==> src/rtl/cfg_pio_pkg.sv <==
// Shared constants, register indexes and the completion-code mapping for
// the configuration request engine. Assumes a 32-bit register bus.
package cfg_pio_pkg;

    localparam int DW      = 32;
    localparam int STRB_W  = DW / 8;
    localparam int RIDX_W  = 4;
    localparam int CODE_W  = 3;
    localparam int KIND_W  = 4;

    localparam logic [RIDX_W-1:0] REG_CTRL  = 4'd0;
    localparam logic [RIDX_W-1:0] REG_STAT  = 4'd1;
    localparam logic [RIDX_W-1:0] REG_ALO   = 4'd2;
    localparam logic [RIDX_W-1:0] REG_AHI   = 4'd3;
    localparam logic [RIDX_W-1:0] REG_WDAT  = 4'd4;
    localparam logic [RIDX_W-1:0] REG_STRB  = 4'd5;
    localparam logic [RIDX_W-1:0] REG_RDAT  = 4'd6;
    localparam logic [RIDX_W-1:0] REG_START = 4'd7;
    localparam logic [RIDX_W-1:0] REG_IRQ   = 4'd8;
    localparam logic [RIDX_W-1:0] REG_LIMIT = 4'd9;

    localparam int NOWIN_BIT = 24;

    localparam logic [CODE_W-1:0] CODE_OK    = 3'd0;
    localparam logic [CODE_W-1:0] CODE_UR    = 3'd1;
    localparam logic [CODE_W-1:0] CODE_RETRY = 3'd2;
    localparam logic [CODE_W-1:0] CODE_ABORT = 3'd4;

    typedef enum logic [1:0] {
        SEQ_IDLE  = 2'd0,
        SEQ_ISSUE = 2'd1,
        SEQ_WAIT  = 2'd2
    } seq_state_t;

    // Keep the four defined codes, fold anything else into completer abort.
    function automatic logic [CODE_W-1:0] fold_code(input logic [CODE_W-1:0] raw);
        case (raw)
            CODE_OK, CODE_UR, CODE_RETRY, CODE_ABORT: fold_code = raw;
            default:                                  fold_code = CODE_ABORT;
        endcase
    endfunction

endpackage

==> src/rtl/cfg_pio_regs.sv <==
// Software-visible register file of the request engine.
// Holds the programming registers, locks them while a request is in flight,
// records the completion code and read data, and keeps the sticky interrupt.
// Assumes 'fin' is a single-cycle pulse from the sequencer.
module cfg_pio_regs
    import cfg_pio_pkg::*;
#(
    parameter int TO_W        = 16,
    parameter int DEF_TIMEOUT = 64
) (
    input  logic              clk,
    input  logic              rst_n,
    input  logic              bus_wr_en,
    input  logic [RIDX_W-1:0] bus_addr,
    input  logic [DW-1:0]     bus_wdata,
    output logic [DW-1:0]     bus_rdata,
    input  logic              busy,
    input  logic              fin,
    input  logic              fin_read,
    input  logic [CODE_W-1:0] fin_code,
    input  logic [DW-1:0]     fin_data,
    output logic              launch,
    output logic [KIND_W-1:0] ctrl_kind,
    output logic              ctrl_nowin,
    output logic [DW-1:0]     addr_lo_q,
    output logic [DW-1:0]     addr_hi_q,
    output logic [DW-1:0]     wdat_q,
    output logic [STRB_W-1:0] strb_q,
    output logic [TO_W-1:0]   limit_q,
    output logic [CODE_W-1:0] stat_code,
    output logic              irq_q
);

    logic [DW-1:0] ctrl_q;
    logic [DW-1:0] rdat_q;
    logic          np_q;
    logic [DW-1:0] stat_word;

    assign ctrl_kind  = ctrl_q[KIND_W-1:0];
    assign ctrl_nowin = ctrl_q[NOWIN_BIT];

    // Launch only when idle and bit 0 of the start write is set.
    assign launch = bus_wr_en && (bus_addr == REG_START) && bus_wdata[0] && !busy;

    // Programming registers: written only while no request is in flight.
    always_ff @(posedge clk) begin
        if (!rst_n) begin
            ctrl_q    <= '0;
            addr_lo_q <= '0;
            addr_hi_q <= '0;
            wdat_q    <= '0;
            strb_q    <= '0;
            limit_q   <= TO_W'(DEF_TIMEOUT);
        end else if (bus_wr_en && !busy) begin
            case (bus_addr)
                REG_CTRL:  ctrl_q    <= bus_wdata;
                REG_ALO:   addr_lo_q <= bus_wdata;
                REG_AHI:   addr_hi_q <= bus_wdata;
                REG_WDAT:  wdat_q    <= bus_wdata;
                REG_STRB:  strb_q    <= bus_wdata[STRB_W-1:0];
                REG_LIMIT: limit_q   <= bus_wdata[TO_W-1:0];
                default:   ;
            endcase
        end
    end

    // Completion results: code, non-posted flag and read data.
    always_ff @(posedge clk) begin
        if (!rst_n) begin
            stat_code <= CODE_OK;
            np_q      <= 1'b0;
            rdat_q    <= '0;
        end else if (fin) begin
            stat_code <= fin_code;
            np_q      <= 1'b1;
            if (fin_read) begin
                rdat_q <= fin_data;
            end
        end
    end

    // Sticky interrupt: completion sets it, write-one clears it, set wins.
    always_ff @(posedge clk) begin
        if (!rst_n) begin
            irq_q <= 1'b0;
        end else if (fin) begin
            irq_q <= 1'b1;
        end else if (bus_wr_en && (bus_addr == REG_IRQ) && bus_wdata[0]) begin
            irq_q <= 1'b0;
        end
    end

    // Status word layout: code in [9:7], non-posted flag in [0].
    always_comb begin
        stat_word      = '0;
        stat_word[9:7] = stat_code;
        stat_word[0]   = np_q;
    end

    // Read-back multiplexer.
    always_comb begin
        case (bus_addr)
            REG_CTRL:  bus_rdata = ctrl_q;
            REG_STAT:  bus_rdata = stat_word;
            REG_ALO:   bus_rdata = addr_lo_q;
            REG_AHI:   bus_rdata = addr_hi_q;
            REG_WDAT:  bus_rdata = wdat_q;
            REG_STRB:  bus_rdata = {{(DW-STRB_W){1'b0}}, strb_q};
            REG_RDAT:  bus_rdata = rdat_q;
            REG_START: bus_rdata = {{(DW-1){1'b0}}, busy};
            REG_IRQ:   bus_rdata = {{(DW-1){1'b0}}, irq_q};
            REG_LIMIT: bus_rdata = {{(DW-TO_W){1'b0}}, limit_q};
            default:   bus_rdata = '0;
        endcase
    end

endmodule

==> src/rtl/cfg_pio_req_build.sv <==
// Decodes the request kind and shapes the outgoing request fields.
// Purely combinational. Assumes the inputs are held stable while in flight.
module cfg_pio_req_build
    import cfg_pio_pkg::*;
(
    input  logic [KIND_W-1:0] ctrl_kind,
    input  logic [DW-1:0]     addr_lo,
    input  logic [DW-1:0]     addr_hi,
    input  logic [DW-1:0]     wdat,
    input  logic [STRB_W-1:0] strb,
    output logic              kind_ok,
    output logic              is_write,
    output logic              is_type1,
    output logic [2*DW-1:0]   req_addr,
    output logic [DW-1:0]     req_data,
    output logic [STRB_W-1:0] req_strb
);

    // Kind decode: only the four configuration codes are legal.
    always_comb begin
        kind_ok  = 1'b0;
        is_write = 1'b0;
        is_type1 = 1'b0;
        case (ctrl_kind)
            4'h8: begin kind_ok = 1'b1; end
            4'h9: begin kind_ok = 1'b1; is_type1 = 1'b1; end
            4'hA: begin kind_ok = 1'b1; is_write = 1'b1; end
            4'hB: begin kind_ok = 1'b1; is_write = 1'b1; is_type1 = 1'b1; end
            default: ;
        endcase
    end

    // Dword-aligned target address.
    assign req_addr = {addr_hi, addr_lo[DW-1:2], 2'b00};
    assign req_data = wdat;

    // Per-lane enable: writes use software enables, reads use every lane.
    for (genvar ln = 0; ln < STRB_W; ln++) begin : g_lane
        assign req_strb[ln] = is_write ? strb[ln] : 1'b1;
    end

endmodule

==> src/rtl/cfg_pio_seq.sv <==
// Request sequencer: issues one request, waits for its completion, and
// enforces the programmable wait limit. Emits a one-cycle 'fin' pulse with
// the folded completion code and the data to latch.
// Assumes 'launch' is only asserted while idle.
module cfg_pio_seq
    import cfg_pio_pkg::*;
#(
    parameter int TO_W = 16
) (
    input  logic              clk,
    input  logic              rst_n,
    input  logic              launch,
    input  logic              kind_ok,
    input  logic              req_ready,
    input  logic              cpl_valid,
    input  logic [CODE_W-1:0] cpl_status,
    input  logic [DW-1:0]     cpl_data,
    input  logic [TO_W-1:0]   limit,
    output logic              busy,
    output logic              req_valid,
    output logic              fin,
    output logic [CODE_W-1:0] fin_code,
    output logic [DW-1:0]     fin_data
);

    seq_state_t          state_q, state_d;
    logic [TO_W-1:0]     cnt_q, cnt_d;
    logic                hit;

    assign busy      = (state_q != SEQ_IDLE);
    assign req_valid = (state_q == SEQ_ISSUE);

    // Limit reached when this in-flight cycle is the last one allowed.
    assign hit = (({1'b0, cnt_q} + (TO_W+1)'(1)) >= {1'b0, limit});

    // Next-state and completion decision.
    always_comb begin
        state_d  = state_q;
        cnt_d    = cnt_q;
        fin      = 1'b0;
        fin_code = CODE_OK;
        fin_data = cpl_data;
        case (state_q)
            SEQ_IDLE: begin
                if (launch) begin
                    cnt_d = '0;
                    if (kind_ok) begin
                        state_d = SEQ_ISSUE;
                    end else begin
                        fin      = 1'b1;
                        fin_code = CODE_UR;
                    end
                end
            end
            SEQ_ISSUE: begin
                if (hit) begin
                    fin      = 1'b1;
                    fin_code = CODE_ABORT;
                    fin_data = '1;
                    state_d  = SEQ_IDLE;
                end else begin
                    cnt_d = cnt_q + TO_W'(1);
                    if (req_ready) begin
                        state_d = SEQ_WAIT;
                    end
                end
            end
            SEQ_WAIT: begin
                if (cpl_valid) begin
                    fin      = 1'b1;
                    fin_code = fold_code(cpl_status);
                    state_d  = SEQ_IDLE;
                end else if (hit) begin
                    fin      = 1'b1;
                    fin_code = CODE_ABORT;
                    fin_data = '1;
                    state_d  = SEQ_IDLE;
                end else begin
                    cnt_d = cnt_q + TO_W'(1);
                end
            end
            default: state_d = SEQ_IDLE;
        endcase
    end

    // State and wait-counter registers.
    always_ff @(posedge clk) begin
        if (!rst_n) begin
            state_q <= SEQ_IDLE;
            cnt_q   <= '0;
        end else begin
            state_q <= state_d;
            cnt_q   <= cnt_d;
        end
    end

endmodule

==> src/rtl/cfg_pio_engine.sv <==
// Top of the configuration request engine: register file, request shaping
// and sequencer. One request at a time; the link side returns at most one
// completion per accepted request.
module cfg_pio_engine
    import cfg_pio_pkg::*;
#(
    parameter int TO_W        = 16,
    parameter int DEF_TIMEOUT = 64
) (
    input  logic          clk,
    input  logic          rst_n,
    input  logic          bus_wr_en,
    input  logic [3:0]    bus_addr,
    input  logic [31:0]   bus_wdata,
    output logic [31:0]   bus_rdata,
    output logic          lnk_req_valid,
    input  logic          lnk_req_ready,
    output logic          lnk_req_write,
    output logic          lnk_req_type1,
    output logic          lnk_req_nowin,
    output logic [63:0]   lnk_req_addr,
    output logic [31:0]   lnk_req_data,
    output logic [3:0]    lnk_req_strb,
    input  logic          lnk_cpl_valid,
    input  logic [2:0]    lnk_cpl_status,
    input  logic [31:0]   lnk_cpl_data,
    output logic          pio_irq
);

    logic              busy, launch, fin, kind_ok;
    logic [CODE_W-1:0] fin_code, stat_code;
    logic [DW-1:0]     fin_data;
    logic [KIND_W-1:0] ctrl_kind;
    logic              ctrl_nowin;
    logic [DW-1:0]     addr_lo_q, addr_hi_q, wdat_q;
    logic [STRB_W-1:0] strb_q;
    logic [TO_W-1:0]   limit_q;

    cfg_pio_regs #(.TO_W(TO_W), .DEF_TIMEOUT(DEF_TIMEOUT)) regs_i (
        .clk       (clk),
        .rst_n     (rst_n),
        .bus_wr_en (bus_wr_en),
        .bus_addr  (bus_addr),
        .bus_wdata (bus_wdata),
        .bus_rdata (bus_rdata),
        .busy      (busy),
        .fin       (fin),
        .fin_read  (kind_ok && !lnk_req_write),
        .fin_code  (fin_code),
        .fin_data  (fin_data),
        .launch    (launch),
        .ctrl_kind (ctrl_kind),
        .ctrl_nowin(ctrl_nowin),
        .addr_lo_q (addr_lo_q),
        .addr_hi_q (addr_hi_q),
        .wdat_q    (wdat_q),
        .strb_q    (strb_q),
        .limit_q   (limit_q),
        .stat_code (stat_code),
        .irq_q     (pio_irq)
    );

    cfg_pio_req_build build_i (
        .ctrl_kind(ctrl_kind),
        .addr_lo  (addr_lo_q),
        .addr_hi  (addr_hi_q),
        .wdat     (wdat_q),
        .strb     (strb_q),
        .kind_ok  (kind_ok),
        .is_write (lnk_req_write),
        .is_type1 (lnk_req_type1),
        .req_addr (lnk_req_addr),
        .req_data (lnk_req_data),
        .req_strb (lnk_req_strb)
    );

    cfg_pio_seq #(.TO_W(TO_W)) seq_i (
        .clk       (clk),
        .rst_n     (rst_n),
        .launch    (launch),
        .kind_ok   (kind_ok),
        .req_ready (lnk_req_ready),
        .cpl_valid (lnk_cpl_valid),
        .cpl_status(lnk_cpl_status),
        .cpl_data  (lnk_cpl_data),
        .limit     (limit_q),
        .busy      (busy),
        .req_valid (lnk_req_valid),
        .fin       (fin),
        .fin_code  (fin_code),
        .fin_data  (fin_data)
    );

    assign lnk_req_nowin = ctrl_nowin;

endmodule

==> config.mk <==
export PLATFORM = sky130hd
export DESIGN_NAME = cfg_pio_engine
export DESIGN_NICKNAME = d
export VERILOG_FILES = /design/src/rtl/cfg_pio_pkg.sv /design/src/rtl/cfg_pio_regs.sv /design/src/rtl/cfg_pio_req_build.sv /design/src/rtl/cfg_pio_seq.sv /design/src/rtl/cfg_pio_engine.sv
export SDC_FILE = /design/constraint.sdc
export NUM_CORES = 1
export LEC_CHECK = 0
export ABC_CLOCK_PERIOD_IN_PS = 4860
export BUFFER_PORTS_ARGS = -buffer_cell sky130_fd_sc_hd__buf_2
export CAP_MARGIN = 20
export CORE_AREA = 8 8 133 166
export DETAILED_ROUTE_END_ITERATION = 8
export DIE_AREA = 0 0 141 174
export GPL_ROUTABILITY_DRIVEN = 0
export PLACE_DENSITY = 0.87
export RECOVER_POWER = 50
export SETUP_SLACK_MARGIN = 0.05
export SLEW_MARGIN = 20
export SYNTH_ARGS = -nofsm -noshare
export SYNTH_HDL_FRONTEND = slang
export SYNTH_SLANG_ARGS = --single-unit
==> constraint.sdc <==
create_clock -name clk -period 4.86 [get_ports clk]
set_input_delay 0.243 -clock clk [delete_from_list [all_inputs] [get_ports clk]]
set_output_delay 0.243 -clock clk [all_outputs]
set_load 0.005 [all_outputs]
After elaboration in Yosys (flattened, before gate mapping)
Cells that the tools add are included.
{ "totals": {"reg_bits": 203, "inputBits": 76, "output_inout_bits": 137, "elab_cells": 101} }
{ "classes": {"add_sub_neg": 2, "magnitude_cmp": 1, "n_eq_ne": 23, "n_mux": 35, "n_reduce_logical": 28} }
{ "ops": {"columns": ["op", "n"], "rows": [
  ["one-hot mux 32 bit (10 select lines)", 1],
  ["2-to-1 mux 32 bit", 2],
  ["one-hot mux 32 bit (2 select lines)", 1],
  ["2-to-1 mux 16 bit", 3],
  ["one-hot mux 16 bit (3 select lines)", 1],
  ["== test 4 bit, second input constant", 6],
  ["adder 16 x 1 -> 17 bit, second input constant", 1],
  ["greater-or-equal comparator 17 x 16 -> 1 bit", 1],
  ["adder 16 x 1 -> 16 bit, second input constant", 1],
  ["== test 4 x 3 -> 1 bit, second input constant", 4],
  ["2-to-1 mux 1 bit", 14],
  ["AND reduction 2 bit", 7],
  ["2-to-1 mux 2 bit", 6],
  ["2-to-1 mux 3 bit", 4],
  ["one-hot mux 3 bit (3 select lines)", 1],
  ["== test 4 x 2 -> 1 bit, second input constant", 2],
  ["OR reduction 4 bit", 2],
  ["logical AND 1 bit", 7],
  ["!= test 2 bit, second input constant", 3],
  ["one-hot mux 2 bit (3 select lines)", 1],
  ["== test 4 x 1 -> 1 bit, second input constant", 1],
  ["zero test 4 bit", 1],
  ["AND reduction 4 bit", 1],
  ["nonzero test 2 bit", 2],
  ["other kinds (14)", 16]
]} }

Depth between registers and ports, before layout
{ "depth": {"word_depth": 7, "depth_mapped": 15, "mapped_depth_nobuf": 13} }

Modules after synthesis
A second synthesis with hierarchy kept.
{ "hier_totals": {"cells_unflattened": 1430, "area_unflattened_um2": 11588.6} }
{ "by_module_without_submodules": {"columns": ["module", "n_inst", "cells_per_inst", "area_per_inst_um2"], "rows": [
  ["cfg_pio_regs", 1, 996, 8443.1],
  ["cfg_pio_seq", 1, 329, 2338.5],
  ["cfg_pio_req_build", 1, 104, 793.3],
  ["cfg_pio_engine", 1, 1, 13.8]
]} }

Worst setup path after synthesis
No wires, ideal clock.
{ "synth_timing": {"path_kind": "reg-to-reg", "start": "register seq_i.cnt_q[0]", "end": "register regs_i.rdat_q[1]", "t_arrival_ns": 3.361, "required_ns": 4.788, "setup_slack_ns": 1.427, "path_stages_with_launch": 14, "path_buffers": 1, "cell_sequence": "dfxtp_1 ha_1 nand2_2 or3_1 xnor2_1 ha_1 nand2_1 o21ai_1 o2111ai_1 a21oi_4 o21ai_4 a2111oi_4 buf_6 mux2i_1"} }
{ "synth_via": {"elab_chain_len": 6, "word_cells_on_any_way": 9} }
{ "synth_lines": {"columns": ["element", "line_no", "rtl"], "rows": [
  ["from (decl)", "cfg_pio_seq.sv:27", "logic [TO_W-1:0] cnt_q, cnt_d;"],
  ["from (signal assigned)", "cfg_pio_seq.sv:93", "cnt_q <= cnt_d;"],
  ["adder 16 x 1 -> 17 bit (*)", "cfg_pio_seq.sv:34", "assign hit = (({1'b0, cnt_q} + (TO_W+1)'(1)) >= {1'b0, limit});"],
  ["greater-or-equal comparator 17 x 16 -> 1 bit (*)", "cfg_pio_seq.sv:34", null],
  ["2-to-1 mux 1 bit", "cfg_pio_seq.sv:56, cfg_pio_seq.sv:73", null],
  ["2-to-1 mux 1 bit", "cfg_pio_seq.sv:69", "if (cpl_valid) begin"],
  ["one-hot mux 1 bit (3 select lines)", "cfg_pio_seq.sv:43", "case (state_q)"],
  ["AND reduction 2 bit (no source line)", null, null],
  ["to (signal assigned)", "cfg_pio_regs.sv:77", "rdat_q <= fin_data;"],
  ["to (decl)", "cfg_pio_regs.sv:35", "logic [DW-1:0] rdat_q;"]
]} }
Every way passes the cells marked *; elsewhere a longest branch is shown, timed or not.
A chain may end at the register's enable or synchronous reset.

Worst setup path in the final report
{ "layout_timing": {"start": "register seq_i.cnt_q[2]", "end": "register seq_i.cnt_q[1]"} }
{ "layout_via": {"elab_chain_len": 5} }
{ "layout_lines": {"columns": ["element", "line_no"], "rows": [
  ["adder 16 x 1 -> 17 bit (*)", "cfg_pio_seq.sv:34"],
  ["greater-or-equal comparator 17 x 16 -> 1 bit (*)", "cfg_pio_seq.sv:34"],
  ["2-to-1 mux 16 bit (*)", null],
  ["2-to-1 mux 16 bit", null],
  ["one-hot mux 16 bit (3 select lines) (*)", null]
]} }
Every way passes the cells marked *; elsewhere a longest branch is shown, timed or not. The select of a mux whose other input is x is not followed.

==> out/metrics.csv <==
metric,value,unit
RSZ-0062 raised after global routing,no,
CP peak stage delay,0.74,ns
mux contribution to synthesized area,3.83,%
post-synthesis adder-cell area fraction,2.51,%
"Top FF cell, synth",dfxtp_1,
Clock Power Share,44.9,%
CP bufs+invs,1,
critical path startpoint category,flop,
Switching Fraction,23.7,%
multi-input logic area,5550,um2
cts repair resizes,0,
register area share after synthesis,38.8,%
Leak,4.38,nW
synthesized cell area,10500,um2
Max Fanout on Critical Path,27,
# clock sinks,203,
slowest cell on the critical path,o21a_1,
max-slew violations,51,
achievable frequency,0.232,GHz
#FFs+latches synth,203,
area added between synthesis and finish,13.8,%
I/O pin total,213,
sequential power share,48.6,%
Synth area leaders,"dfxtp_1, nand2_1, a21boi_0",
global-route wire length before repair,55400,um
worst endpoint required time,5.26,ns
Synth async-reset ratio,0,%
Critical Path Sink Type,flop,
Power Internal,0.00266,W
cts hold-fix bufs,0,
largest net degree at the start of global routing,136,
via count,10300,
share of cells above drive strength 1,14.3,%
CTS H-tree lvls,1,
Yosys top cell by area,dfxtp_1,
switching pwr,0.000826,W
Clock Tree Buf Depth,3,
Finished Core Util,60.6,%
"Reg clk slew, reported paths",0.06,ns
Hold Fails Final Rpt,0,
die height,174,um
number of port buffers,210,
post-route insts no fill,1710,
Post-synth EDFFs,0,
failing checks,"max-capacitance violations, max-slew violations",
drt drc,0,
DP Wirelength,23800,um
compound-gate portion of the synthesized area,25.6,%
Skew-Pair Late Insertion Delay,0.51,ns
power per cell area,292,nW/um2
Synth Area in XOR/XNOR,1.17,%
total core area,19700,um2
GRT overflow,0,
Mapped Cells,1312,
peak supply drop,0.269,mV
Final Skew,0.0194,ns
yosys warns,0,
Max-Cap Viols,2,
largest family of logic cells by synthesized area,compound AO/OA/AOI/OAI gates,
worst hold path type,in -> reg,
# rows,58,
CP most frequent cell,nand3_1,
register area,4060,um2
post-route antenna net violation count,0,
CP Cell Sequence,"and3_4, nand3_1, nor2_1, nand3_1, xnor2_1, ha_1, nand2_1, o21ai_1, o2111ai_1, a21oi_4, o21a_1, buf_4, o21ai_0, a21boi_0",
clk root buf,clkbuf_16,
vias per std cell,6.05,
Starting Density,53.3,%
top-area cell type share of the netlist area,38.8,%
initial drt markers,1043,
vias in the first global route,10400,
initial antenna violation count,4,
WL final,35400,um
Slew @ Worst Pin,1.97,ns
status,"finished, violations left",
Tcrit/Tclk final,88.5,%
nets@finish,1522,
cts bufs inserted,21,
gr usage total,27.9,%
"delay-heaviest family, CP",compound AO/OA/AOI/OAI gates,
Post-CTS Setup Inserts,0,
crit path time final,4.30,ns
CTS tree,done,
Slew headroom,-31.3,%
"Arr. time, crit path",4.71,ns
wire per inst,20.7,um
# fillers,1704,
Logic pwr share,6.6,%
post-synthesis average cell area,7.99,um2
final setup fails,0,
library cells used by synthesis,63,
simple-gate share of the synthesized area,19.5,%
Die ar.,24500,um2
Setup CP Type,reg -> reg,
sum of negative setup slack,0,ns
DIE WIDTH,141,um
Placed Cells,1672,
drt pass-1 iters,8,
==> area by class of cell <==
cell class	count	share of cell area, %
sequential	203	34.1
multi-input combinational	912	46.5
clock buffer	30	4.94
timing repair buffer	231	9.33
tap	270	2.83
clock inverter	6	0.525
inverter	56	1.76
antenna	2	0.0420
==> layer usage <==
layer	wire, um	global-route usage, %	vias to the layer above
met5	18	0	-
met2	17000	47.1	621
met4	2000	17.5	4
li1	-	-	4740
met3	3730	6.42	130
met1	12700	31.0	4849
==> Yosys cell counts (all sizes together) (3+ instances only) <==
library cell / number
a21boi: 153
a21oi: 40
a221o: 3
a222oi: 20
a22oi: 55
and3: 8
buf: 41
clkbuf: 101
dfxtp: 203
ha: 21
inv: 56
mux2i: 39
nand2: 365
nand2b: 4
nand3: 36
nand4: 13
nand4b: 3
nor2: 22
nor2b: 8
nor3: 6
nor3b: 5
o21a: 4
o21ai: 23
o221a: 3
o221ai: 32
or2: 4
xnor2: 10
xor2: 4
==> state kept, by name, indices dropped and copies added (netlist names) <==
name and flops:
regs_i.addr_hi_q 32, regs_i.addr_lo_q 32, regs_i.ctrl_q 32, regs_i.rdat_q 32, regs_i.wdat_q 32, regs_i.limit_q 16
seq_i.cnt_q 16, regs_i.strb_q 4, regs_i.stat_code 3, seq_i.state_q 2, regs_i.irq_q 1, regs_i.np_q 1
==> final timing paths <==
kind / start / end / slack [ns] / cells after the start
worst max-delay path: seq_i.cnt_q[2]$_SDFFE_PN0P_ / seq_i.cnt_q[1]$_SDFFE_PN0P_ / 0.56 / 14
worst max register to register: seq_i.cnt_q[2]$_SDFFE_PN0P_ / seq_i.cnt_q[1]$_SDFFE_PN0P_ / 0.56 / 14
worst min-delay path: bus_wdata[20] / regs_i.addr_hi_q[20]$_SDFFE_PN0P_ / 0.02 / 3
worst min register to register: regs_i.rdat_q[22]$_SDFFE_PN0P_ / regs_i.rdat_q[22]$_SDFFE_PN0P_ / 0.46 / 2
==> kinds of logic after synthesis <==
kind of cell / count (synthesis)
adders and majority gates: 21
xor gates and xnor gates: 14
DFF: 203
buffers and inverters: 198
AOI/OAI and AO/OA: 353
muxes: 40
and+or+nand+nor: 482
other: 1
==> cells in the final DEF, fill, tap and decap left out, types with 4 or more instances in the layout <==
cell type and n:
nand2_1 364, dfxtp_1 203, a21boi_0 152, buf_2 130, clkbuf_1 83, inv_1 56
a22oi_1 55, mux2i_1 39, a21oi_1 39, nand3_1 36, o221ai_1 32, ha_1 21
clkbuf_16 21, nor2_1 20, a222oi_1 20, o21ai_0 20, buf_4 20, nand4_1 13
xnor2_1 10, nor2b_1 8, and3_1 7, nor3b_1 5, xor2_1 4, nand2b_1 4
or2_2 4, o21a_1 4
==> worst reg2reg max path: stages, from the launching register on <==
cell and delay, ns:
dfxtp_1 0.42, and3_4 0.23, nand3_1 0.15, nor2_1 0.42
nand3_1 0.16, xnor2_1 0.17, ha_1 0.29, nand2_1 0.07
o21ai_1 0.20, o2111ai_1 0.20, a21oi_4 0.34, o21a_1 0.75
buf_4 0.43, o21ai_0 0.16, a21boi_0 0.23
==> through the flow <==
| step | hold WS, ns | power, W | setup slack (ns) | instance area [um2] |
|---|---|---|---|---|
| 4_1_cts | 0.00861 | 0.00349 | 0.696 | 12000 |
| 3_5_place_dp | 0.449 | 0.00195 | 0.759 | 11400 |
| 3_3_place_gp | 0.442 | 0.00195 | 0.880 | 11400 |
| 5_1_grt | 0.0204 | 0.00357 | 0.317 | 11900 |
| 2_1_floorplan | 0.382 | 0.00185 | 1.43 | 10500 |
| 6_report | 0.0166 | 0.00348 | 0.558 | 11900 |
==> power by group through the flow <==
stage / Combinational [W] / Sequential [W] / Clock (W)
finish: 0.000228 / 0.00169 / 0.00156
global route: 0.000244 / 0.00169 / 0.00164
CTS: 0.000225 / 0.00169 / 0.00158
detailed placement: 0.000223 / 0.00173 / 0
global placement: 0.000220 / 0.00173 / 0
floorplan: 0.000127 / 0.00173 / 0
Note: power is estimated with default switching activity, not from simulation.
